File: config.mk
export PLATFORM = sky130hd
export DESIGN_NAME = sram_async_ctrl
export DESIGN_NICKNAME = d
export VERILOG_FILES = /design/src/rtl/sram_tc_pkg.sv /design/src/rtl/sram_tc_timing_sel.sv /design/src/rtl/sram_tc_seq.sv /design/src/rtl/sram_tc_datapath.sv /design/src/rtl/sram_async_ctrl.sv
export SDC_FILE = /design/constraint.sdc
export NUM_CORES = 1
export LEC_CHECK = 0
export BUFFER_PORTS_ARGS = -buffer_cell sky130_fd_sc_hd__clkbuf_2
export CELL_PAD_IN_SITES_DETAIL_PLACEMENT = 1
export CELL_PAD_IN_SITES_GLOBAL_PLACEMENT = 1
export CORE_MARGIN = 2
export CORE_UTILIZATION = 36
export CTS_CLUSTER_SIZE = 8
export DETAILED_ROUTE_END_ITERATION = 16
export PLACE_DENSITY_LB_ADDON = 0.1
export SLEW_MARGIN = 20
export SYNTH_ARGS = -nofsm -noshare
export SYNTH_HDL_FRONTEND = slang
export SYNTH_HIERARCHICAL = 1
export SYNTH_SLANG_ARGS = --single-unit
File: constraint.sdc
create_clock -name clk -period 4.4 [get_ports clk]
set_input_delay 0.88 -clock clk [delete_from_list [all_inputs] [get_ports clk]]
set_output_delay 0.88 -clock clk [all_outputs]
set_load 0.1 [all_outputs]
File: src/rtl/sram_tc_pkg.sv
package sram_tc_pkg;

   typedef enum logic [2:0] {
      PH_IDLE = 3'd0,
      PH_BLS  = 3'd1,
      PH_ASU  = 3'd2,
      PH_AHD  = 3'd3,
      PH_DSU  = 3'd4,
      PH_DHD  = 3'd5,
      PH_TURN = 3'd6
   } phase_e;

   function automatic logic phase_selects(phase_e p);
      return (p == PH_ASU) || (p == PH_AHD) || (p == PH_DSU) || (p == PH_DHD);
   endfunction

   function automatic logic phase_lanes(phase_e p);
      return (p == PH_BLS) || phase_selects(p);
   endfunction

endpackage

File: src/rtl/sram_tc_timing_sel.sv
module sram_tc_timing_sel #(
   parameter int CNT_W = 4
) (
   input  logic             sel_wr,
   input  logic             mux_en,
   input  logic [CNT_W-1:0] lane_setup,
   input  logic [CNT_W-1:0] rd_asu,
   input  logic [CNT_W-1:0] rd_ahd,
   input  logic [CNT_W-1:0] rd_dsu,
   input  logic [CNT_W-1:0] rd_dhd,
   input  logic [CNT_W-1:0] rd_turn,
   input  logic [CNT_W-1:0] wr_asu,
   input  logic [CNT_W-1:0] wr_ahd,
   input  logic [CNT_W-1:0] wr_dsu,
   input  logic [CNT_W-1:0] wr_dhd,
   input  logic [CNT_W-1:0] wr_turn,
   output logic [CNT_W-1:0] len_bls,
   output logic [CNT_W-1:0] len_asu,
   output logic [CNT_W-1:0] len_ahd,
   output logic [CNT_W-1:0] len_dsu,
   output logic [CNT_W-1:0] len_dhd,
   output logic [CNT_W-1:0] len_turn
);

   localparam logic [CNT_W-1:0] ONE = CNT_W'(1);

   logic [CNT_W-1:0] raw_asu, raw_dsu, raw_ahd;

   always_comb begin
      raw_asu  = sel_wr ? wr_asu  : rd_asu;
      raw_ahd  = sel_wr ? wr_ahd  : rd_ahd;
      raw_dsu  = sel_wr ? wr_dsu  : rd_dsu;
      len_dhd  = sel_wr ? wr_dhd  : rd_dhd;
      len_turn = sel_wr ? wr_turn : rd_turn;
      len_bls  = lane_setup;
      // setup phases never shorter than one cycle
      len_asu  = (raw_asu == '0) ? ONE : raw_asu;
      len_dsu  = (raw_dsu == '0) ? ONE : raw_dsu;
      // address hold exists only on a multiplexed bus
      len_ahd  = mux_en ? raw_ahd : '0;
   end

endmodule

File: src/rtl/sram_tc_seq.sv
module sram_tc_seq
   import sram_tc_pkg::*;
#(
   parameter int CNT_W = 4
) (
   input  logic             clk,
   input  logic             rst_n,
   input  logic             start,
   input  logic             mux_en,
   input  logic             wait_hold,
   input  logic [CNT_W-1:0] len_bls,
   input  logic [CNT_W-1:0] len_asu,
   input  logic [CNT_W-1:0] len_ahd,
   input  logic [CNT_W-1:0] len_dsu,
   input  logic [CNT_W-1:0] len_dhd,
   input  logic [CNT_W-1:0] len_turn,
   output phase_e           phase,
   output logic             data_end
);

   logic [CNT_W-1:0] cnt_q;
   logic             leave;
   phase_e           nxt;
   logic [CNT_W-1:0] nxt_len;

   // phase that follows data hold or data setup, skipping empty ones
   phase_e after_hold;
   always_comb after_hold = (len_turn != '0) ? PH_TURN : PH_IDLE;

   always_comb begin
      data_end = (phase == PH_DSU) && (cnt_q == '0) && !wait_hold;
      leave    = 1'b0;
      nxt      = phase;
      unique case (phase)
         PH_IDLE: begin
            leave = start;
            nxt   = (len_bls != '0) ? PH_BLS : PH_ASU;
         end
         PH_BLS: begin
            leave = (cnt_q == '0);
            nxt   = PH_ASU;
         end
         PH_ASU: begin
            leave = (cnt_q == '0);
            nxt   = (len_ahd != '0) ? PH_AHD : PH_DSU;
         end
         PH_AHD: begin
            leave = (cnt_q == '0);
            nxt   = PH_DSU;
         end
         PH_DSU: begin
            leave = data_end;
            nxt   = (len_dhd != '0) ? PH_DHD : after_hold;
         end
         PH_DHD: begin
            leave = (cnt_q == '0);
            nxt   = after_hold;
         end
         PH_TURN: begin
            leave = (cnt_q == '0);
            nxt   = PH_IDLE;
         end
         default: begin
            leave = 1'b1;
            nxt   = PH_IDLE;
         end
      endcase
   end

   always_comb begin
      unique case (nxt)
         PH_BLS:  nxt_len = len_bls;
         PH_ASU:  nxt_len = len_asu;
         PH_AHD:  nxt_len = len_ahd;
         PH_DSU:  nxt_len = len_dsu;
         PH_DHD:  nxt_len = len_dhd;
         PH_TURN: nxt_len = len_turn;
         default: nxt_len = CNT_W'(1);
      endcase
   end

   always_ff @(posedge clk or negedge rst_n) begin
      if (!rst_n) begin
         phase <= PH_IDLE;
         cnt_q <= '0;
      end else if (leave) begin
         phase <= nxt;
         cnt_q <= nxt_len - CNT_W'(1);
      end else if (cnt_q != '0) begin
         cnt_q <= cnt_q - CNT_W'(1);
      end
   end

   // once the count is spent and no wait is honoured, the strobe ends
   assert_dsu_exit_R4: assert property (@(posedge clk) disable iff (!rst_n)
      (phase == PH_DSU && cnt_q == '0 && !wait_hold) |=> (phase != PH_DSU));

   assert_ahd_mux_R5: assert property (@(posedge clk) disable iff (!rst_n)
      (phase == PH_AHD) |-> mux_en);

endmodule

File: src/rtl/sram_tc_datapath.sv
module sram_tc_datapath
   import sram_tc_pkg::*;
#(
   parameter int ADDR_W = 20,
   parameter int DATA_W = 16
) (
   input  logic              clk,
   input  logic              rst_n,
   input  logic              start,
   input  logic              req_write,
   input  logic [ADDR_W-1:0] req_addr,
   input  logic [DATA_W-1:0] req_wdata,
   input  logic [DATA_W/8-1:0] req_be,
   input  phase_e            phase,
   input  logic              data_end,
   input  logic              mux_en,
   input  logic              wait_pol_high,
   input  logic              async_wait_en,
   input  logic              mem_wait,
   input  logic [DATA_W-1:0] mem_dq_i,
   output logic              op_wr,
   output logic              wait_hold,
   output logic              req_ack,
   output logic [DATA_W-1:0] rsp_rdata,
   output logic              mem_cs_n,
   output logic              mem_adv_n,
   output logic              mem_oe_n,
   output logic              mem_we_n,
   output logic [DATA_W/8-1:0] mem_be_n,
   output logic [ADDR_W-1:0] mem_addr,
   output logic [DATA_W-1:0] mem_dq_o,
   output logic              mem_dq_oe
);

   localparam int LANES = DATA_W / 8;

   logic [ADDR_W-1:0] lat_addr;
   logic [DATA_W-1:0] lat_wdata;
   logic [LANES-1:0]  lat_lanes;
   logic [DATA_W-1:0] addr_on_dq;
   logic              in_addr_ph;

   always_ff @(posedge clk or negedge rst_n) begin
      if (!rst_n) begin
         op_wr     <= 1'b0;
         lat_addr  <= '0;
         lat_wdata <= '0;
         lat_lanes <= '0;
      end else if (start) begin
         op_wr     <= req_write;
         lat_addr  <= req_addr;
         lat_wdata <= req_wdata;
         lat_lanes <= req_write ? req_be : {LANES{1'b1}};
      end
   end

   always_ff @(posedge clk or negedge rst_n) begin
      if (!rst_n) req_ack <= 1'b0;
      else        req_ack <= data_end;
   end

   // per-lane read capture at the last strobe cycle
   for (genvar g = 0; g < LANES; g++) begin : g_lane
      always_ff @(posedge clk or negedge rst_n) begin
         if (!rst_n)
            rsp_rdata[g*8 +: 8] <= '0;
         else if (data_end && !op_wr)
            rsp_rdata[g*8 +: 8] <= mem_dq_i[g*8 +: 8];
      end
   end

   // wait qualification: polarity then enable
   always_comb wait_hold = async_wait_en && (wait_pol_high ? mem_wait : !mem_wait);

   always_comb begin
      addr_on_dq = DATA_W'(lat_addr);
      in_addr_ph = (phase == PH_ASU) || (phase == PH_AHD);
      mem_cs_n   = !phase_selects(phase);
      mem_adv_n  = !(mux_en && phase == PH_ASU);
      mem_oe_n   = !(phase == PH_DSU && !op_wr);
      mem_we_n   = !(phase == PH_DSU && op_wr);
      mem_be_n   = phase_lanes(phase) ? ~lat_lanes : {LANES{1'b1}};
      mem_addr   = lat_addr;
      mem_dq_oe  = (mux_en && in_addr_ph) ||
                   (op_wr && (phase == PH_DSU || phase == PH_DHD));
      mem_dq_o   = (mux_en && in_addr_ph) ? addr_on_dq : lat_wdata;
   end

   assert_strobe_excl_R11: assert property (@(posedge clk) disable iff (!rst_n)
      !(!mem_oe_n && !mem_we_n));

   assert_strobe_in_cs_R11: assert property (@(posedge clk) disable iff (!rst_n)
      (!mem_oe_n || !mem_we_n) |-> !mem_cs_n);

   assert_ack_pulse_R7: assert property (@(posedge clk) disable iff (!rst_n)
      req_ack |=> !req_ack);

   assert_adv_mux_R5: assert property (@(posedge clk) disable iff (!rst_n)
      !mem_adv_n |-> mux_en);

endmodule

File: src/rtl/sram_async_ctrl.sv
module sram_async_ctrl
   import sram_tc_pkg::*;
#(
   parameter int ADDR_W = 20,
   parameter int DATA_W = 16,
   parameter int CNT_W  = 4
) (
   input  logic                clk,
   input  logic                rst_n,
   input  logic                req_valid,
   input  logic                req_write,
   input  logic [ADDR_W-1:0]   req_addr,
   input  logic [DATA_W-1:0]   req_wdata,
   input  logic [DATA_W/8-1:0] req_be,
   output logic                req_ack,
   output logic [DATA_W-1:0]   rsp_rdata,
   input  logic                cfg_mux_en,
   input  logic                cfg_wait_pol_high,
   input  logic                cfg_async_wait_en,
   input  logic [CNT_W-1:0]    cfg_lane_setup,
   input  logic [CNT_W-1:0]    cfg_rd_asu,
   input  logic [CNT_W-1:0]    cfg_rd_ahd,
   input  logic [CNT_W-1:0]    cfg_rd_dsu,
   input  logic [CNT_W-1:0]    cfg_rd_dhd,
   input  logic [CNT_W-1:0]    cfg_rd_turn,
   input  logic [CNT_W-1:0]    cfg_wr_asu,
   input  logic [CNT_W-1:0]    cfg_wr_ahd,
   input  logic [CNT_W-1:0]    cfg_wr_dsu,
   input  logic [CNT_W-1:0]    cfg_wr_dhd,
   input  logic [CNT_W-1:0]    cfg_wr_turn,
   output logic                mem_cs_n,
   output logic                mem_adv_n,
   output logic                mem_oe_n,
   output logic                mem_we_n,
   output logic [DATA_W/8-1:0] mem_be_n,
   output logic [ADDR_W-1:0]   mem_addr,
   output logic [DATA_W-1:0]   mem_dq_o,
   output logic                mem_dq_oe,
   input  logic [DATA_W-1:0]   mem_dq_i,
   input  logic                mem_wait
);

   if (DATA_W != 8 && DATA_W != 16) begin : g_bad_width
      $error("sram_async_ctrl: DATA_W must be 8 or 16");
   end
   if (CNT_W < 1 || CNT_W > 16) begin : g_bad_cnt
      $error("sram_async_ctrl: CNT_W out of range");
   end
   if (ADDR_W < 1) begin : g_bad_addr
      $error("sram_async_ctrl: ADDR_W must be positive");
   end

   phase_e           phase;
   logic             data_end, start, op_wr, sel_wr, wait_hold;
   logic [CNT_W-1:0] len_bls, len_asu, len_ahd, len_dsu, len_dhd, len_turn;

   // no new access in the acknowledge cycle: the requester has not yet dropped valid
   always_comb start  = (phase == PH_IDLE) && req_valid && !req_ack;
   always_comb sel_wr = (phase == PH_IDLE) ? req_write : op_wr;

   sram_tc_timing_sel #(.CNT_W(CNT_W)) u_sel (
      .sel_wr(sel_wr), .mux_en(cfg_mux_en), .lane_setup(cfg_lane_setup),
      .rd_asu(cfg_rd_asu), .rd_ahd(cfg_rd_ahd), .rd_dsu(cfg_rd_dsu),
      .rd_dhd(cfg_rd_dhd), .rd_turn(cfg_rd_turn),
      .wr_asu(cfg_wr_asu), .wr_ahd(cfg_wr_ahd), .wr_dsu(cfg_wr_dsu),
      .wr_dhd(cfg_wr_dhd), .wr_turn(cfg_wr_turn),
      .len_bls(len_bls), .len_asu(len_asu), .len_ahd(len_ahd),
      .len_dsu(len_dsu), .len_dhd(len_dhd), .len_turn(len_turn)
   );

   sram_tc_seq #(.CNT_W(CNT_W)) u_seq (
      .clk(clk), .rst_n(rst_n), .start(start), .mux_en(cfg_mux_en),
      .wait_hold(wait_hold),
      .len_bls(len_bls), .len_asu(len_asu), .len_ahd(len_ahd),
      .len_dsu(len_dsu), .len_dhd(len_dhd), .len_turn(len_turn),
      .phase(phase), .data_end(data_end)
   );

   sram_tc_datapath #(.ADDR_W(ADDR_W), .DATA_W(DATA_W)) u_dp (
      .clk(clk), .rst_n(rst_n), .start(start), .req_write(req_write),
      .req_addr(req_addr), .req_wdata(req_wdata), .req_be(req_be),
      .phase(phase), .data_end(data_end), .mux_en(cfg_mux_en),
      .wait_pol_high(cfg_wait_pol_high), .async_wait_en(cfg_async_wait_en),
      .mem_wait(mem_wait), .mem_dq_i(mem_dq_i),
      .op_wr(op_wr), .wait_hold(wait_hold), .req_ack(req_ack),
      .rsp_rdata(rsp_rdata), .mem_cs_n(mem_cs_n), .mem_adv_n(mem_adv_n),
      .mem_oe_n(mem_oe_n), .mem_we_n(mem_we_n), .mem_be_n(mem_be_n),
      .mem_addr(mem_addr), .mem_dq_o(mem_dq_o), .mem_dq_oe(mem_dq_oe)
   );

   assert_addr_stable_R3: assert property (@(posedge clk) disable iff (!rst_n)
      (!mem_cs_n && $past(!mem_cs_n)) |-> $stable(mem_addr));

   assert_single_access_R11: assert property (@(posedge clk) disable iff (!rst_n)
      (!mem_cs_n) |-> (phase != PH_IDLE));

endmodule

# Word-level counts from Yosys, hierarchy flattened
# Index checks and enable logic that the tools add are counted.
dict set report word_totals {
  regBits 63
  latch_bits 0
  ram_bits 0
  rom_bits 0
  in_bits 106
  output_inout_bits 60
  word_cells 82
  memories 0
}
dict set report op_classes {
  add_sub_neg 2
  multipliers 0
  div 0
  order_cmp 0
  n_eq_ne 12
  shift 0
  n_mux 22
  bitwise 1
  n_reduce_logical 36
}
# op n
set op_table {}
lappend op_table {{$mux W4} 10}
lappend op_table {{$pmux W4 S6} 1}
lappend op_table {{$reduce_bool A4 Y1} 5}
lappend op_table {{$eq A3 B3 Y1 const B} 6}
lappend op_table {{$pmux W3 S6} 1}
lappend op_table {{$mux W16} 1}
lappend op_table {{$eq A3 B2 Y1 const B} 4}
lappend op_table {{$logic_not A4 Y1} 3}
lappend op_table {{$logic_and A1 B1 Y1} 11}
lappend op_table {{$mux W3} 3}
lappend op_table {{$logic_not A1 Y1} 8}
lappend op_table {{$sub A4 B1 Y4 const B} 2}
lappend op_table {{$eq A3 B1 Y1 const B} 2}
lappend op_table {{$logic_or A1 B1 Y1} 6}
lappend op_table {{$mux W2} 3}
lappend op_table {{$reduce_or A5 Y1} 1}
lappend op_table {{$logic_not A3 Y1} 1}
lappend op_table {{$pmux W1 S3} 1}
lappend op_table {{$mux W1} 2}
lappend op_table {{$not A2 Y2} 1}
lappend op_table {{$reduce_bool A2 Y1} 1}

# Depth between registers and ports, before layout
dict set report logic_depth {
  word_depth 11
  ltp_mapped 14
  depth_no_buf 13
}

# By module
# Netlist, hierarchy kept.
# module instances cells_per_inst area_per_inst_um2 seq_area_each_um2
set by_module_without_submodules {}
lappend by_module_without_submodules {sram_tc_datapath 1 157 2421.1 1401.3}
lappend by_module_without_submodules {sram_tc_seq 1 92 769.5 175.2}
lappend by_module_without_submodules {sram_tc_timing_sel 1 32 317.8 0.0}
lappend by_module_without_submodules {sram_async_ctrl 1 3 31.3 0.0}

# Least setup slack after synthesis
# Ideal clock, no wire load.
dict set report synth_timing {
  path_kind {reg2out}
  startpoint {register u_seq.phase[1]}
  endpoint {output port mem_be_n[0]}
  arrival_ns 3.670
  required_ns 3.520
  path_slack_ns -0.150
  path_stages_with_launch 5
  path_buffers 0
  cell_sequence {dfrtp_1 inv_1 ha_1 inv_1 o21ai_0}
}
dict set report synth_between {
  elab_chain_cells 6
  word_cells_on_any_way 10
  cone_classes {eq/ne (5); mux (1); reduce/logical (4)}
}
# element line
set synth_rtl {}
lappend synth_rtl {{from (decl)} sram_tc_seq.sv:17} ;# output phase_e phase,
lappend synth_rtl {{from (signal assigned)} sram_tc_seq.sv:87} ;# phase <= nxt;
lappend synth_rtl {{$eq A3 B2 Y1} sram_tc_pkg.sv:14} ;# return (p == PH_ASU) || (p == PH_AHD) || (p == PH_DSU) || (p == PH_DHD);
lappend synth_rtl {{$logic_or A1 B1 Y1 (3 in a row)} sram_tc_pkg.sv:14}
lappend synth_rtl {{$logic_or A1 B1 Y1 (*)} sram_tc_pkg.sv:18} ;# return (p == PH_BLS) || phase_selects(p);
lappend synth_rtl {{$mux W2 (*)} sram_tc_datapath.sv:82} ;# mem_be_n = phase_lanes(phase) ? ~lat_lanes : {LANES{1'b1}};
lappend synth_rtl {{to (decl)} sram_async_ctrl.sv:35} ;# output logic [DATA_W/8-1:0] mem_be_n,
# Mark *: on every way between the ends. The rest lies on a longest branch, timed or not.

# Worst setup path after layout
dict set report layout_timing {
  startpoint {register u_seq.phase[0]}
  endpoint {register u_seq.cnt_q[2]}
}
dict set report layout_between {
  elab_chain_cells 11
  word_cells_on_any_way 41
  cone_classes {add/sub (1); eq/ne (12); mux (16); reduce/logical (12)}
}
# element line
set layout_rtl {}
lappend layout_rtl {{$logic_not A3 Y1 (*)} sram_async_ctrl.sv:59} ;# always_comb sel_wr = (phase == PH_IDLE) ? req_write : op_wr;
lappend layout_rtl {{$mux W1 (*)} sram_async_ctrl.sv:59}
lappend layout_rtl {{via sel_wr} sram_async_ctrl.sv:54} ;# logic data_end, start, op_wr, sel_wr, wait_hold;
lappend layout_rtl {{$mux W4 (*)} sram_tc_timing_sel.sv:34} ;# len_turn = sel_wr ? wr_turn : rd_turn;
lappend layout_rtl {{via len_turn[1]} sram_async_ctrl.sv:55} ;# logic [CNT_W-1:0] len_bls, len_asu, len_ahd, len_dsu, len_dhd, len_turn;
lappend layout_rtl {{$reduce_bool A4 Y1} sram_tc_seq.sv:28} ;# always_comb after_hold = (len_turn != '0) ? PH_TURN : PH_IDLE;
lappend layout_rtl {{$mux W3} sram_tc_seq.sv:28}
lappend layout_rtl {{$mux W3} sram_tc_seq.sv:53} ;# nxt = (len_dhd != '0) ? PH_DHD : after_hold;
lappend layout_rtl {{$pmux W3 S6} sram_tc_seq.sv:34} ;# unique case (phase)
lappend layout_rtl {{$eq A3 B3 Y1, or another cell as far along} sram_tc_seq.sv:71} ;# unique case (nxt)
lappend layout_rtl {{$pmux W4 S6 (*)} sram_tc_seq.sv:71}
lappend layout_rtl {{$sub A4 B1 Y4 (*)} sram_tc_seq.sv:88} ;# cnt_q <= nxt_len - CNT_W'(1);
lappend layout_rtl {{$mux W4 (*)} sram_tc_seq.sv:86} ;# end else if (leave) begin
lappend layout_rtl {{to (signal assigned)} sram_tc_seq.sv:88}
lappend layout_rtl {{to (signal assigned)} sram_tc_seq.sv:90} ;# cnt_q <= cnt_q - CNT_W'(1);
lappend layout_rtl {{to (decl)} sram_tc_seq.sv:21} ;# logic [CNT_W-1:0] cnt_q;
# Mark *: on every way through the listed nets, which the timed path passes. The rest lies on a longest branch.
# A chain may end at the register's enable or synchronous reset.

==> metrics.txt <==
# TYPE chip_impl_metric gauge
chip_impl_metric{name="worstPathArrival",unit="ns"} 3.91
chip_impl_metric{name="nets",unit=""} 556
chip_impl_metric{name="h_tree_level_count",unit=""} 3
chip_impl_info{name="crit-reg2reg-launch",value="u_seq/phase[0]"} 1
chip_impl_metric{name="fin_crit_sh",unit=""} 0.840
chip_impl_info{name="leading_area_contributor_after_synthesis",value="sky130_fd_sc_hd__dfrtp_1"} 1
chip_impl_metric{name="finalMaxSlewViolations",unit=""} 0
chip_impl_metric{name="initial_utilization",unit=""} 0.367
chip_impl_metric{name="dr_wl_met2",unit="µm"} 4940
chip_impl_metric{name="chipWidth",unit="µm"} 103
chip_impl_metric{name="hold_violations",unit=""} 0
chip_impl_info{name="netlist_top_cells_area",value="sky130_fd_sc_hd__dfrtp_1 (45%), sky130_fd_sc_hd__mux2_2 (21%), sky130_fd_sc_hd__mux2_4 (5.5%)"} 1
chip_impl_metric{name="tritoncts.num_buffers",unit=""} 9
chip_impl_metric{name="insertion_delay",unit="ns"} 0.34
chip_impl_info{name="cts_tree",value="yes"} 1
chip_impl_info{name="setup.worst_path.class",value="reg -> reg"} 1
chip_impl_metric{name="detail_route.first_pass.iterations",unit=""} 4
chip_impl_info{name="route.top_layer_used",value="met4"} 1
chip_impl_metric{name="io_pins",unit=""} 166
chip_impl_metric{name="post_cts_resized",unit=""} 0
chip_impl_metric{name="cts_num_sinks",unit=""} 63
chip_impl_metric{name="routed_wirelength",unit="µm"} 9310
chip_impl_metric{name="vias_in_the_first_global_route",unit=""} 2999
chip_impl_metric{name="worst_clock_skew",unit="ns"} 0.0110
chip_impl_info{name="layout_commonest_cell",value="sky130_fd_sc_hd__clkbuf_2"} 1
chip_impl_info{name="run_status",value="completed"} 1
chip_impl_metric{name="finalWeightedCongestion",unit=""} 0.746
chip_impl_metric{name="timing.reg2reg.setup_slack",unit="ns"} 0.71
chip_impl_metric{name="die_footprint",unit="mm²"} 0.0106
chip_impl_metric{name="maxCapViolations",unit=""} 0
chip_impl_metric{name="cp_max_fo",unit=""} 17
chip_impl_metric{name="netlist_area",unit="mm²"} 0.00354
chip_impl_metric{name="hpwl",unit="µm"} 7220
chip_impl_metric{name="synthDistinctLibCells",unit=""} 49
chip_impl_metric{name="post_cts_setup_buffer_count",unit=""} 0
chip_impl_metric{name="postSynth.asyncResetShare",unit=""} 1.00
chip_impl_metric{name="pin_count_of_the_biggest_net_entering_global_routing",unit=""} 42
chip_impl_metric{name="wire_length_of_the_first_global_routing_pass",unit="µm"} 14300
chip_impl_metric{name="synth_cells",unit=""} 284
chip_impl_metric{name="worst_slew_pin_slew",unit="ns"} 1.02
chip_impl_metric{name="area.sequential",unit="mm²"} 0.00158
chip_impl_info{name="startpoint_of_the_tightest_hold_check_path",value="u_dp/lat_wdata[1]"} 1
chip_impl_metric{name="drtAntennaViolNets",unit=""} 0
chip_impl_info{name="most-common-layout-cells",value="sky130_fd_sc_hd__clkbuf_2 (165), sky130_fd_sc_hd__mux2_2 (67), sky130_fd_sc_hd__dfrtp_1 (63)"} 1
chip_impl_metric{name="instances_no_fill",unit=""} 585
chip_impl_metric{name="period_minus_ws_final",unit="ns"} 3.69
chip_impl_metric{name="synth_sequential_area_ratio",unit=""} 0.445
chip_impl_metric{name="initial_antenna_violation_count",unit=""} 0
chip_impl_metric{name="nFillCells",unit=""} 1126
chip_impl_metric{name="synth-seq-cells",unit=""} 63
chip_impl_metric{name="finalSetupViolations",unit=""} 0
chip_impl_metric{name="synth-warning-count",unit=""} 6
chip_impl_info{name="hp-class",value="reg -> reg"} 1
chip_impl_metric{name="synth_edf_count",unit=""} 0
chip_impl_metric{name="core_area",unit="mm²"} 0.00964
chip_impl_metric{name="die_y",unit="µm"} 103
chip_impl_metric{name="worst-endpoint-required",unit="ns"} 4.61
chip_impl_metric{name="drive_gt1_frac",unit=""} 0.619
chip_impl_metric{name="post_syn_nets",unit=""} 393
chip_impl_metric{name="insertedDiodeCount",unit=""} 0
chip_impl_info{name="grt_setup_unrepaired",value="false"} 1
chip_impl_metric{name="drt_iter0_drc",unit=""} 74
chip_impl_metric{name="drt-wirelength-per-cell",unit="µm"} 15.9
chip_impl_metric{name="reg2regPathDepth",unit=""} 13
chip_impl_metric{name="multiInputGateArea",unit="mm²"} 0.00178
chip_impl_metric{name="path_clk_slew",unit="ns"} 0.07
chip_impl_info{name="cp-start-kind",value="flip-flop"} 1
chip_impl_metric{name="yosysTopAreaCellShare",unit=""} 0.445
chip_impl_metric{name="hold_depth",unit=""} 1
chip_impl_info{name="timing.critical_path.to_type",value="flip-flop"} 1
chip_impl_metric{name="areaGrowthSynthToFinish",unit="%"} 31.5
chip_impl_metric{name="drc_errors",unit=""} 0
chip_impl_metric{name="cts_hold_buf",unit=""} 0
chip_impl_info{name="yosys_most_used_dff",value="sky130_fd_sc_hd__dfrtp_1"} 1
chip_impl_info{name="cts_root_buf",value="sky130_fd_sc_hd__clkbuf_8"} 1
chip_impl_info{name="cp-startpoint",value="u_seq/phase[0]"} 1
chip_impl_metric{name="placedCellCount",unit=""} 569
chip_impl_metric{name="final_critical_path_setup_slack",unit="ns"} 0.706
chip_impl_metric{name="synth.avg_cell_area",unit="µm²"} 12.5
chip_impl_metric{name="wl_met1",unit="µm"} 3740
chip_impl_metric{name="max_slew_margin",unit=""} 0.317
chip_impl_metric{name="vias_per_cell",unit=""} 4.86
chip_impl_metric{name="detailedPlace.worstSlack",unit="ns"} 0.541
chip_impl_metric{name="core_rows",unit=""} 36
chip_impl_metric{name="cts_buffer_depth",unit=""} 2
chip_impl_metric{name="route.met3.wl",unit="µm"} 547
chip_impl_metric{name="grtUsageTotal",unit=""} 0.173
chip_impl_metric{name="portBuffers",unit=""} 165
chip_impl_metric{name="timing.fmax",unit="MHz"} 271
chip_impl_metric{name="grt.overflow.total",unit=""} 0
chip_impl_metric{name="vias",unit=""} 2842
[metrics by stage]
step                      TNS, ns  hold WS (ns)  instance area [µm²]  utilization
after detailed placement        0         0.478                 4420        0.459
after CTS                       0         0.496                 4650        0.483
after global routing            0         0.513                 4650        0.483
after global placement          0         0.469                 4420        0.459
after floorplan            -0.300         0.452                 3540            -
final                           0         0.488                 4650        0.483
[worst paths after layout]
kind                                 endpoint
max                            u_seq/cnt_q[2]
min                         u_dp/lat_wdata[1]
max reg2reg                    u_seq/cnt_q[2]
min reg2reg                 u_dp/lat_wdata[1]
max in group asynchronous  u_dp/rsp_rdata[10]
min in group asynchronous    u_dp/mem_addr[5]
[state kept, by name (all words and copies together) (netlist names)]
signal	flops
u_dp/req_ack	1
u_seq/cnt_q	4
u_dp/lat_wdata	16
u_dp/mem_addr	20
u_dp/lat_lanes	2
u_seq/phase	3
u_dp/rsp_rdata	16
u_dp/op_wr	1
[synth_stat cells, drive strengths merged (2+ instances only)]
| master | instances |
|---|---|
| nor2 | 12 |
| mux2 | 84 |
| a21oi | 9 |
| mux2i | 10 |
| and3 | 2 |
| nand2 | 7 |
| or4 | 3 |
| dfrtp | 63 |
| nand3b | 3 |
| buf | 19 |
| a32o | 3 |
| nand3 | 4 |
| nor3 | 4 |
| and2 | 3 |
| nor2b | 8 |
| o21ai | 12 |
| inv | 7 |
| ha | 3 |
| o21a | 2 |
| a221oi | 4 |
| nor4 | 4 |
| a31oi | 2 |
| o31ai | 2 |
[cell families after synthesis]
| family | after synthesis | synth area share |
|---|---|---|
| compound gates | 42 | 0.0887 |
| xor+xnor | 1 | 0.00247 |
| fa+ha+maj | 3 | 0.0106 |
| buf+inv | 26 | 0.0513 |
| flops | 63 | 0.445 |
| mux | 94 | 0.309 |
| simple gates | 55 | 0.0923 |
[cell type report]
cell class                 instances  area share
clock buffer                      10      0.0296
sequential                        63       0.339
timing repair buffer             171       0.187
clock inverter                     6      0.0199
inverter                           7     0.00565
multi-input combinational        195       0.383
tap                              133      0.0358
[critical path, stage by stage, from the launching register on]
cell                        delay [ns]
sky130_fd_sc_hd__dfrtp_1          0.55
sky130_fd_sc_hd__nor3_2           0.27
sky130_fd_sc_hd__mux2_2           0.48
sky130_fd_sc_hd__buf_4            0.24
sky130_fd_sc_hd__mux2_2           0.30
sky130_fd_sc_hd__nor4_1           0.28
sky130_fd_sc_hd__nor2_1           0.13
sky130_fd_sc_hd__a2111oi_4        0.40
sky130_fd_sc_hd__a221oi_1         0.19
sky130_fd_sc_hd__o21ai_0          0.18
sky130_fd_sc_hd__o21ai_0          0.11
sky130_fd_sc_hd__ha_1             0.22
sky130_fd_sc_hd__a211oi_1         0.18
sky130_fd_sc_hd__a21oi_1          0.06
[metal layers]
metal / vias up / GRT usage
met5: - / 0
met2: 89 / 0.310
met3: 6 / 0.0380
li1: 1366 / -
met4: 0 / 0.0526
met1: 1381 / 0.205
Power is not shown: default switching activity piles up to over one toggle a cycle in this logic, so the estimate is an artifact.
